**config.mk**
```make
export PLATFORM = sky130hd
export DESIGN_NAME = aes_cf_sbox
export DESIGN_NICKNAME = d
export VERILOG_FILES = /design/src/rtl/aes_cf_pkg.sv /design/src/rtl/sbox_gf16_mul.sv /design/src/rtl/sbox_gf16_inv.sv /design/src/rtl/sbox_lin_map.sv /design/src/rtl/sbox_pipe_reg.sv /design/src/rtl/aes_cf_sbox.sv
export SDC_FILE = /design/constraint.sdc
export NUM_CORES = 1
export LEC_CHECK = 0
export ABC_CLOCK_PERIOD_IN_PS = 5300
export BUFFER_PORTS_ARGS = -buffer_cell sky130_fd_sc_hd__buf_4
export CELL_PAD_IN_SITES_DETAIL_PLACEMENT = 1
export CELL_PAD_IN_SITES_GLOBAL_PLACEMENT = 1
export CORE_UTILIZATION = 25
export CTS_BUF_LIST = sky130_fd_sc_hd__clkbuf_2
export CTS_CLUSTER_DIAMETER = 120
export DETAILED_ROUTE_END_ITERATION = 6
export PLACE_DENSITY_LB_ADDON = 0.1
export SYNTH_ARGS = -nofsm -noshare
export SYNTH_HDL_FRONTEND = slang
export SYNTH_HIERARCHICAL = 1
export SYNTH_SLANG_ARGS = --single-unit
```
**constraint.sdc**
```tcl
create_clock -name clk -period 5.3 [get_ports clk]
set_input_delay 1.06 -clock clk [delete_from_list [all_inputs] [get_ports clk]]
set_output_delay 1.06 -clock clk [all_outputs]
set_load 0.05 [all_outputs]
```
**src/rtl/aes_cf_pkg.sv**
```systemverilog
`timescale 1ns/1ps
package aes_cf_pkg;

  localparam int BYTE_W = 8;
  localparam int NIB_W  = 4;
  localparam logic [BYTE_W-1:0] AFF_C = 8'h63;

  typedef logic [NIB_W-1:0] nib_t;
  typedef logic [BYTE_W-1:0][BYTE_W-1:0] bmat_t;

  // Tower element: hi*y + lo, with y^2 = y + LAMBDA
  typedef struct packed {
    nib_t hi;
    nib_t lo;
  } cf_elem_t;

  // GF(2^4) product, field polynomial x^4 + x + 1
  function automatic nib_t gf16_mul_f(nib_t a, nib_t b);
    nib_t acc;
    nib_t sh;
    acc = '0;
    sh  = a;
    for (int i = 0; i < NIB_W; i++) begin
      if (b[i]) acc = acc ^ sh;
      sh = {sh[2:0], 1'b0} ^ (sh[3] ? 4'b0011 : 4'b0000);
    end
    return acc;
  endfunction

  // Squaring is linear: x^4 -> x+1, x^6 -> x^3+x^2
  function automatic nib_t gf16_sq_f(nib_t a);
    return {a[3], a[1] ^ a[3], a[2], a[0] ^ a[2]};
  endfunction

  // Smallest constant making y^2 + y + c irreducible over GF(2^4)
  function automatic nib_t find_lambda_f();
    nib_t res;
    bit   got;
    bit   ok;
    res = '0;
    got = 1'b0;
    for (int c = 1; c < 16; c++) begin
      ok = 1'b1;
      for (int t = 0; t < 16; t++) begin
        if ((gf16_sq_f(nib_t'(t)) ^ nib_t'(t)) == nib_t'(c)) ok = 1'b0;
      end
      if (ok && !got) begin
        res = nib_t'(c);
        got = 1'b1;
      end
    end
    return res;
  endfunction

  localparam nib_t LAMBDA = find_lambda_f();

  function automatic cf_elem_t cf_mul_f(cf_elem_t a, cf_elem_t b);
    cf_elem_t r;
    nib_t     hh;
    hh   = gf16_mul_f(a.hi, b.hi);
    r.hi = hh ^ gf16_mul_f(a.hi, b.lo) ^ gf16_mul_f(a.lo, b.hi);
    r.lo = gf16_mul_f(hh, LAMBDA) ^ gf16_mul_f(a.lo, b.lo);
    return r;
  endfunction

  // A tower element that is a root of x^8 + x^4 + x^3 + x + 1
  function automatic cf_elem_t find_root_f();
    cf_elem_t res;
    cf_elem_t pw;
    cf_elem_t cand;
    logic [BYTE_W-1:0] sum;
    bit got;
    res = '0;
    got = 1'b0;
    for (int r = 2; r < 256; r++) begin
      cand = cf_elem_t'(8'(r));
      pw   = cf_elem_t'(8'h01);
      sum  = 8'h01;
      for (int i = 1; i <= 8; i++) begin
        pw = cf_mul_f(pw, cand);
        if (i == 1 || i == 3 || i == 4 || i == 8) sum = sum ^ pw;
      end
      if (sum == 8'h00 && !got) begin
        res = cand;
        got = 1'b1;
      end
    end
    return res;
  endfunction

  function automatic logic [BYTE_W-1:0] lin_map_f(bmat_t m, logic [BYTE_W-1:0] v);
    logic [BYTE_W-1:0] acc;
    acc = '0;
    for (int i = 0; i < BYTE_W; i++) begin
      if (v[i]) acc = acc ^ m[i];
    end
    return acc;
  endfunction

  // Column i is the image of standard basis bit i
  function automatic bmat_t iso_fwd_f();
    bmat_t    m;
    cf_elem_t root;
    cf_elem_t cur;
    root = find_root_f();
    cur  = cf_elem_t'(8'h01);
    for (int i = 0; i < BYTE_W; i++) begin
      m[i] = cur;
      cur  = cf_mul_f(cur, root);
    end
    return m;
  endfunction

  function automatic bmat_t iso_bwd_f(bmat_t fwd);
    bmat_t m;
    m = '0;
    for (int j = 0; j < BYTE_W; j++) begin
      for (int v = 0; v < 256; v++) begin
        if (lin_map_f(fwd, 8'(v)) == 8'(1 << j)) m[j] = 8'(v);
      end
    end
    return m;
  endfunction

  localparam bmat_t ISO_FWD = iso_fwd_f();
  localparam bmat_t ISO_BWD = iso_bwd_f(ISO_FWD);

endpackage

```
**src/rtl/sbox_gf16_mul.sv**
```systemverilog
`timescale 1ns/1ps
module sbox_gf16_mul
  import aes_cf_pkg::*;
(
  input  nib_t a,
  input  nib_t b,
  output nib_t p
);

  nib_t pp [NIB_W];
  nib_t sh [NIB_W];

  // Shifted, reduced copies of a; each selected by one bit of b
  assign sh[0] = a;
  for (genvar i = 1; i < NIB_W; i++) begin : g_shift
    assign sh[i] = {sh[i-1][2:0], 1'b0} ^ (sh[i-1][3] ? 4'b0011 : 4'b0000);
  end

  for (genvar i = 0; i < NIB_W; i++) begin : g_pp
    assign pp[i] = {NIB_W{b[i]}} & sh[i];
  end

  always_comb begin
    p = '0;
    for (int i = 0; i < NIB_W; i++) p = p ^ pp[i];
  end

endmodule

```
**src/rtl/sbox_gf16_inv.sv**
```systemverilog
`timescale 1ns/1ps
module sbox_gf16_inv
  import aes_cf_pkg::*;
(
  input  nib_t a,
  output nib_t y
);

  // a^-1 = a^14 = a^2 * a^4 * a^8 ; zero maps to zero
  nib_t a2, a4, a8, a6;

  assign a2 = gf16_sq_f(a);
  assign a4 = gf16_sq_f(a2);
  assign a8 = gf16_sq_f(a4);

  sbox_gf16_mul u_m24 (.a(a2), .b(a4), .p(a6));
  sbox_gf16_mul u_m68 (.a(a6), .b(a8), .p(y));

endmodule

```
**src/rtl/sbox_lin_map.sv**
```systemverilog
`timescale 1ns/1ps
module sbox_lin_map
  import aes_cf_pkg::*;
#(
  parameter bmat_t MAT = '0
) (
  input  logic [BYTE_W-1:0] din,
  output logic [BYTE_W-1:0] dout
);

  logic [BYTE_W-1:0] term [BYTE_W];

  for (genvar i = 0; i < BYTE_W; i++) begin : g_col
    assign term[i] = {BYTE_W{din[i]}} & MAT[i];
  end

  always_comb begin
    dout = '0;
    for (int i = 0; i < BYTE_W; i++) dout = dout ^ term[i];
  end

endmodule

```
**src/rtl/sbox_pipe_reg.sv**
```systemverilog
`timescale 1ns/1ps
module sbox_pipe_reg #(
  parameter int W = 8
) (
  input  logic         clk,
  input  logic         rst_n,
  input  logic         vld_i,
  input  logic [W-1:0] dat_i,
  output logic         vld_o,
  output logic [W-1:0] dat_o
);

  logic         vld_d, vld_q;
  logic [W-1:0] dat_d, dat_q;
  logic         armed_q;

  // Next state: data loads only alongside a valid
  always_comb begin
    vld_d = vld_i;
    dat_d = dat_q;
    if (vld_i) dat_d = dat_i;
  end

  always_ff @(posedge clk or negedge rst_n) begin
    if (!rst_n) begin
      vld_q   <= 1'b0;
      armed_q <= 1'b0;
    end else begin
      vld_q   <= vld_d;
      armed_q <= 1'b1;
    end
  end

  always_ff @(posedge clk) begin
    dat_q <= dat_d;
  end

  assign vld_o = vld_q;
  assign dat_o = dat_q;

  // valid advances exactly one cut per cycle
  a_r4_valid_step: assert property (@(posedge clk) disable iff (!rst_n)
    armed_q |-> (vld_o == $past(vld_i)));

  // no load without a valid beside it
  a_r6_hold_idle: assert property (@(posedge clk) disable iff (!rst_n)
    (armed_q && !$past(vld_i)) |-> $stable(dat_o));

endmodule

```
**src/rtl/aes_cf_sbox.sv**
```systemverilog
`timescale 1ns/1ps
module aes_cf_sbox
  import aes_cf_pkg::*;
#(
  parameter int STAGES = 3
) (
  input  logic              clk,
  input  logic              rst_n,
  input  logic              in_valid,
  input  logic [BYTE_W-1:0] in_byte,
  output logic              out_valid,
  output logic [BYTE_W-1:0] out_byte
);

  localparam bit CUT_NORM = (STAGES >= 2);
  localparam bit CUT_INV  = (STAGES == 3);
  localparam bit CUT_OUT  = (STAGES >= 2);
  localparam int MID_W    = 3 * NIB_W;

  if (!(STAGES == 0 || STAGES == 2 || STAGES == 3)) begin : g_bad_stages
    $fatal(1, "aes_cf_sbox: STAGES must be 0, 2 or 3");
  end

  // ---- step 1: into the tower field, norm of the element ----
  logic [BYTE_W-1:0] twr_byte;
  cf_elem_t          e0;
  nib_t              hi_sq, lo_sq, hl_prod, hi_sq_lam, norm0;

  sbox_lin_map #(.MAT(ISO_FWD)) u_to_tower (.din(in_byte), .dout(twr_byte));

  assign e0    = cf_elem_t'(twr_byte);
  assign hi_sq = gf16_sq_f(e0.hi);
  assign lo_sq = gf16_sq_f(e0.lo);

  sbox_gf16_mul u_mul_hl  (.a(e0.hi), .b(e0.lo),  .p(hl_prod));
  sbox_gf16_mul u_mul_lam (.a(hi_sq), .b(LAMBDA), .p(hi_sq_lam));

  assign norm0 = hi_sq_lam ^ hl_prod ^ lo_sq;

  // ---- cut after the norm ----
  logic             vld_n;
  logic [MID_W-1:0] cut_n_in, cut_n_out;
  nib_t             hi_n, lo_n, norm_n;

  assign cut_n_in = {e0.hi, e0.lo, norm0};

  if (CUT_NORM) begin : g_cut_norm
    sbox_pipe_reg #(.W(MID_W)) u_cut_norm (
      .clk(clk), .rst_n(rst_n),
      .vld_i(in_valid), .dat_i(cut_n_in),
      .vld_o(vld_n),    .dat_o(cut_n_out));
  end else begin : g_pass_norm
    assign vld_n     = in_valid;
    assign cut_n_out = cut_n_in;
  end

  assign {hi_n, lo_n, norm_n} = cut_n_out;

  // ---- step 2: invert the norm in GF(2^4) ----
  nib_t norm_inv;
  sbox_gf16_inv u_norm_inv (.a(norm_n), .y(norm_inv));

  // ---- cut after the small inversion ----
  logic             vld_i2;
  logic [MID_W-1:0] cut_i_in, cut_i_out;
  nib_t             hi_i, lo_i, ninv_i;

  assign cut_i_in = {hi_n, lo_n, norm_inv};

  if (CUT_INV) begin : g_cut_inv
    sbox_pipe_reg #(.W(MID_W)) u_cut_inv (
      .clk(clk), .rst_n(rst_n),
      .vld_i(vld_n),  .dat_i(cut_i_in),
      .vld_o(vld_i2), .dat_o(cut_i_out));
  end else begin : g_pass_inv
    assign vld_i2    = vld_n;
    assign cut_i_out = cut_i_in;
  end

  assign {hi_i, lo_i, ninv_i} = cut_i_out;

  // ---- step 3: full inverse, back to standard basis, affine ----
  nib_t              hl_sum, inv_hi, inv_lo;
  logic [BYTE_W-1:0] inv_twr, inv_std, aff;

  assign hl_sum = hi_i ^ lo_i;

  sbox_gf16_mul u_mul_ih (.a(hi_i),   .b(ninv_i), .p(inv_hi));
  sbox_gf16_mul u_mul_il (.a(hl_sum), .b(ninv_i), .p(inv_lo));

  assign inv_twr = {inv_hi, inv_lo};

  sbox_lin_map #(.MAT(ISO_BWD)) u_from_tower (.din(inv_twr), .dout(inv_std));

  for (genvar i = 0; i < BYTE_W; i++) begin : g_affine
    assign aff[i] = inv_std[i]
                  ^ inv_std[(i + 4) % BYTE_W]
                  ^ inv_std[(i + 5) % BYTE_W]
                  ^ inv_std[(i + 6) % BYTE_W]
                  ^ inv_std[(i + 7) % BYTE_W]
                  ^ AFF_C[i];
  end

  // ---- output cut ----
  if (CUT_OUT) begin : g_cut_out
    sbox_pipe_reg #(.W(BYTE_W)) u_cut_out (
      .clk(clk), .rst_n(rst_n),
      .vld_i(vld_i2),    .dat_i(aff),
      .vld_o(out_valid), .dat_o(out_byte));
  end else begin : g_pass_out
    assign out_valid = vld_i2;
    assign out_byte  = aff;
  end

  // the basis change is undone exactly by the return matrix
  a_r1_basis_roundtrip: assert property (@(posedge clk) disable iff (!rst_n)
    in_valid |-> (lin_map_f(ISO_BWD, twr_byte) == in_byte));

  // the small inverter really produces the inverse of the norm
  a_r1_norm_inverse: assert property (@(posedge clk) disable iff (!rst_n)
    (vld_n && (norm_n != '0)) |-> (gf16_mul_f(norm_n, norm_inv) == 4'h1));

  // zero input yields 0x63 exactly STAGES cycles later
  if (STAGES == 3) begin : g_zero_chk3
    a_r2_zero_maps: assert property (@(posedge clk) disable iff (!rst_n)
      (in_valid && in_byte == '0) |-> ##3 (out_valid && out_byte == AFF_C));
  end else if (STAGES == 2) begin : g_zero_chk2
    a_r2_zero_maps: assert property (@(posedge clk) disable iff (!rst_n)
      (in_valid && in_byte == '0) |-> ##2 (out_valid && out_byte == AFF_C));
  end else begin : g_zero_chk0
    a_r2_zero_maps: assert property (@(posedge clk) disable iff (!rst_n)
      (in_valid && in_byte == '0) |-> (out_valid && out_byte == AFF_C));
  end

endmodule

```
==> summary.txt <==
Status
  – Outcome: completed

Synthesis
  – EDFF count, synth: 32
  – Most used DFF post-synth: edfxtp_1
  – Fraction of registers with async set/reset: 0.0857
  – #FFs+latches synth: 35
  – Cells after Synth: 337
  – Synth cell types: 21
  – Seq/Total Area, Yosys: 0.326
  – Synth Cell Area: 3170 sq um
  – Synth Warn #: 6
  – Avg Cell Area, Syn: 9.42 sq um

Clocking
  – TritonCTS clock tree: built
  – Setup Fix Bufs, Post-CTS: 0
  – Resized Gates After CTS: 0
  – Clock tree buffer depth: 2
  – H-tree depth: 2
  – Num Clock Sinks: 35
  – CTS root buf: clkbuf_2
  – Clk_lat worst skew: 0.40 ns
  – Post-CTS Hold Buffers: 0
  – Total CTS buffers: 5
  – Worst-path clk slew: 0.22 ns

Critical path
  – Startpoint types: flip-flop
  – Crit Path Max Fanout: 10
  – Largest stage delay, worst path: 0.67 ns
  – Crit path max-delay cell type: xor2_1
  – Worst path most repeated cell: xnor2_1
  – Critical Path RT: 5.49 ns
  – Crit end category: flip-flop
  – Register-to-register setup slack: 1.63 ns
  – Critical Path, Cell by Cell: xor2_1 -> xor2_1 -> nand2_1 -> xor2_1 -> xnor2_1 -> xnor2_1 -> xnor2_1 -> xnor3_2 -> xnor2_1
  – WS Path Type: flip-flop to flip-flop
  – Critical Path AT: 3.86 ns

GRT
  – Total gr overflow: 0
  – First-pass GRT wire length: 11200 um
  – Largest net degree at the start of global routing: 19
  – Number of global-route vias before repair: 2234
  – GRT Overall Usage: 0.108
  – Initial antenna violation count: 0

Floorplanning
  – Core Area: 12200 sq um
  – IO Count: 20
  – Die Y: 115 um
  – FP Rows: 40
  – Die area: 13100 sq um
  – Starting density of the core: 0.260
  – Die W: 115 um

Layout
  – Commonest non-fill, non-tap cell in the layout: nand2_1
  – Nets: 379
  – Share of layout cells above drive strength 1: 0.130
  – Layout fillers: 1447
  – Antenna diodes: 0
  – Area delta synth->final: 12.7%
  – Leading cell types in the layout, fill and taps excluded: 102 x nand2_1, 80 x xnor2_1, 50 x xor2_1

Placement
  – Place WS: 1.41 ns
  – GPL Wtd Cong: 0.682
  – PortBufs: 19
  – Hpwl dp: 4920 um

Hold path
  – Min-Delay Path Class: primary input to async pin

Timing
  – Setup violators final: 0
  – Relative slew margins: 0.364
  – RSZ-0062 raised after global routing: no
  – Final max-slew violation count: 0
  – Worst-Margin Slew: 0.948 ns
  – Fin crit period: 3.67 ns
  – Post-route setup slack: 1.63 ns
  – Final Hold Viols: 0
  – Fmax: 273 MHz
  – Final period utilization: 0.692
  – Clk_skew: 0.0201 ns
  – Minimum hold slack: 0.392 ns
  – Setup TNS: 0 ns

Detailed routing
  – Routed vias: 2148
  – DR iter-0 viols: 63
  – Post-DRT Antenna Nets: 0
  – Vias per cell: 4.00
  – Drt pass-1 iters: 4
  – Drc violations: 0
  – Routed wire length: 6540 um
  – Wire per inst: 12.2 um

Run
  – Max Cap Viol: 0
==> cell usage after synthesis (3+ instances only) <==
cell type	count	area, sq um
xor2_2	6	97.6
edfxtp_1	32	961
xor2_1	50	438
or2_0	6	37.5
xnor2_2	3	48.8
a21oi_1	12	60.1
nor4_2	6	75.1
dfrtp_1	3	75.1
xnor3_1	3	67.6
buf_2	12	60.1
nor3_1	6	30.0
nand2_1	102	383
xnor2_1	80	701
nor2_1	6	22.5
==> flip-flops by register name, indices dropped and copies added (netlist names) <==
| signal | flops |
|---|---|
| g_cut_out.u_cut_out/dat_o | 8 |
| g_cut_norm.u_cut_norm/dat_o | 12 |
| g_cut_out.u_cut_out/vld_o | 1 |
| g_cut_inv.u_cut_inv/dat_o | 12 |
| g_cut_norm.u_cut_norm/vld_o | 1 |
| g_cut_inv.u_cut_inv/vld_o | 1 |
==> worst max-delay path, delay by kind of cell (launching register included) <==
| kind | cells | cell delay [ns] |
|---|---|---|
| AND/OR/NAND/NOR | 1 | 0.08 |
| XOR/XNOR | 8 | 2.80 |
| flip-flops | 1 | 0.59 |
==> routing by layer <==
layer  up-vias  share of wire  track usage
met5         -              0            0
met4         0          0.012       0.0312
met3         7          0.019       0.0159
met2        25           0.49        0.189
met1      1018           0.48        0.139
li1       1098              -            -
==> through the flow <==
step | utilization | instance area (sq um) | cells
final | 0.293 | 3570 | 537
after CTS | 0.293 | 3570 | 537
after floorplan | - | 3240 | 355
after detailed placement | 0.289 | 3530 | 529
after global placement | 0.289 | 3530 | 529
after global routing | 0.293 | 3570 | 537
==> cell type report <==
| cell class | instances | area [sq um] | share of cell area |
|---|---|---|---|
| multi-input cells | 303 | 2110 | 0.590 |
| flip-flops and latches | 35 | 1040 | 0.290 |
| well taps | 168 | 210 | 0.0588 |
| repair buffers | 22 | 165 | 0.0462 |
| clock buffers | 5 | 25.0 | 0.00700 |
| clock inverters | 3 | 23.8 | 0.00665 |
| inverters | 1 | 3.75 | 0.00105 |
==> path summary, 6_finish.rpt <==
path                                                                to                                startpoint  depth (start not counted)
worst max-delay path            g_cut_out.u_cut_out/dat_o[6]$_DFFE_PP_   g_cut_inv.u_cut_inv/dat_o[10]$_DFFE_PP_                          9
worst max register to register  g_cut_out.u_cut_out/dat_o[6]$_DFFE_PP_   g_cut_inv.u_cut_inv/dat_o[10]$_DFFE_PP_                          9
worst min-delay path               g_cut_inv.u_cut_inv/vld_o$_DFF_PN0_                                     rst_n                          1
worst min register to register  g_cut_inv.u_cut_inv/dat_o[4]$_DFFE_PP_  g_cut_norm.u_cut_norm/dat_o[4]$_DFFE_PP_                          0
max in group asynchronous        g_cut_norm.u_cut_norm/vld_o$_DFF_PN0_                                     rst_n                          1
min in group clk                g_cut_inv.u_cut_inv/dat_o[4]$_DFFE_PP_  g_cut_norm.u_cut_norm/dat_o[4]$_DFFE_PP_                          0
==> cell families (layout without fill, tap and decap cells) <==
group / count (synthesis) / count (layout) / synth area share
xor gates and xnor gates: 145 / 145 / 0.450
buffers and inverters: 17 / 31 / 0.0296
other: 2 / 20 / 0.00237
and+or+nand+nor: 126 / 126 / 0.173
DFF: 35 / 35 / 0.326
AOI/OAI and AO/OA: 12 / 12 / 0.0189
Power is not shown: default switching activity piles up to over one toggle a cycle in this logic, so the estimate is an artifact.
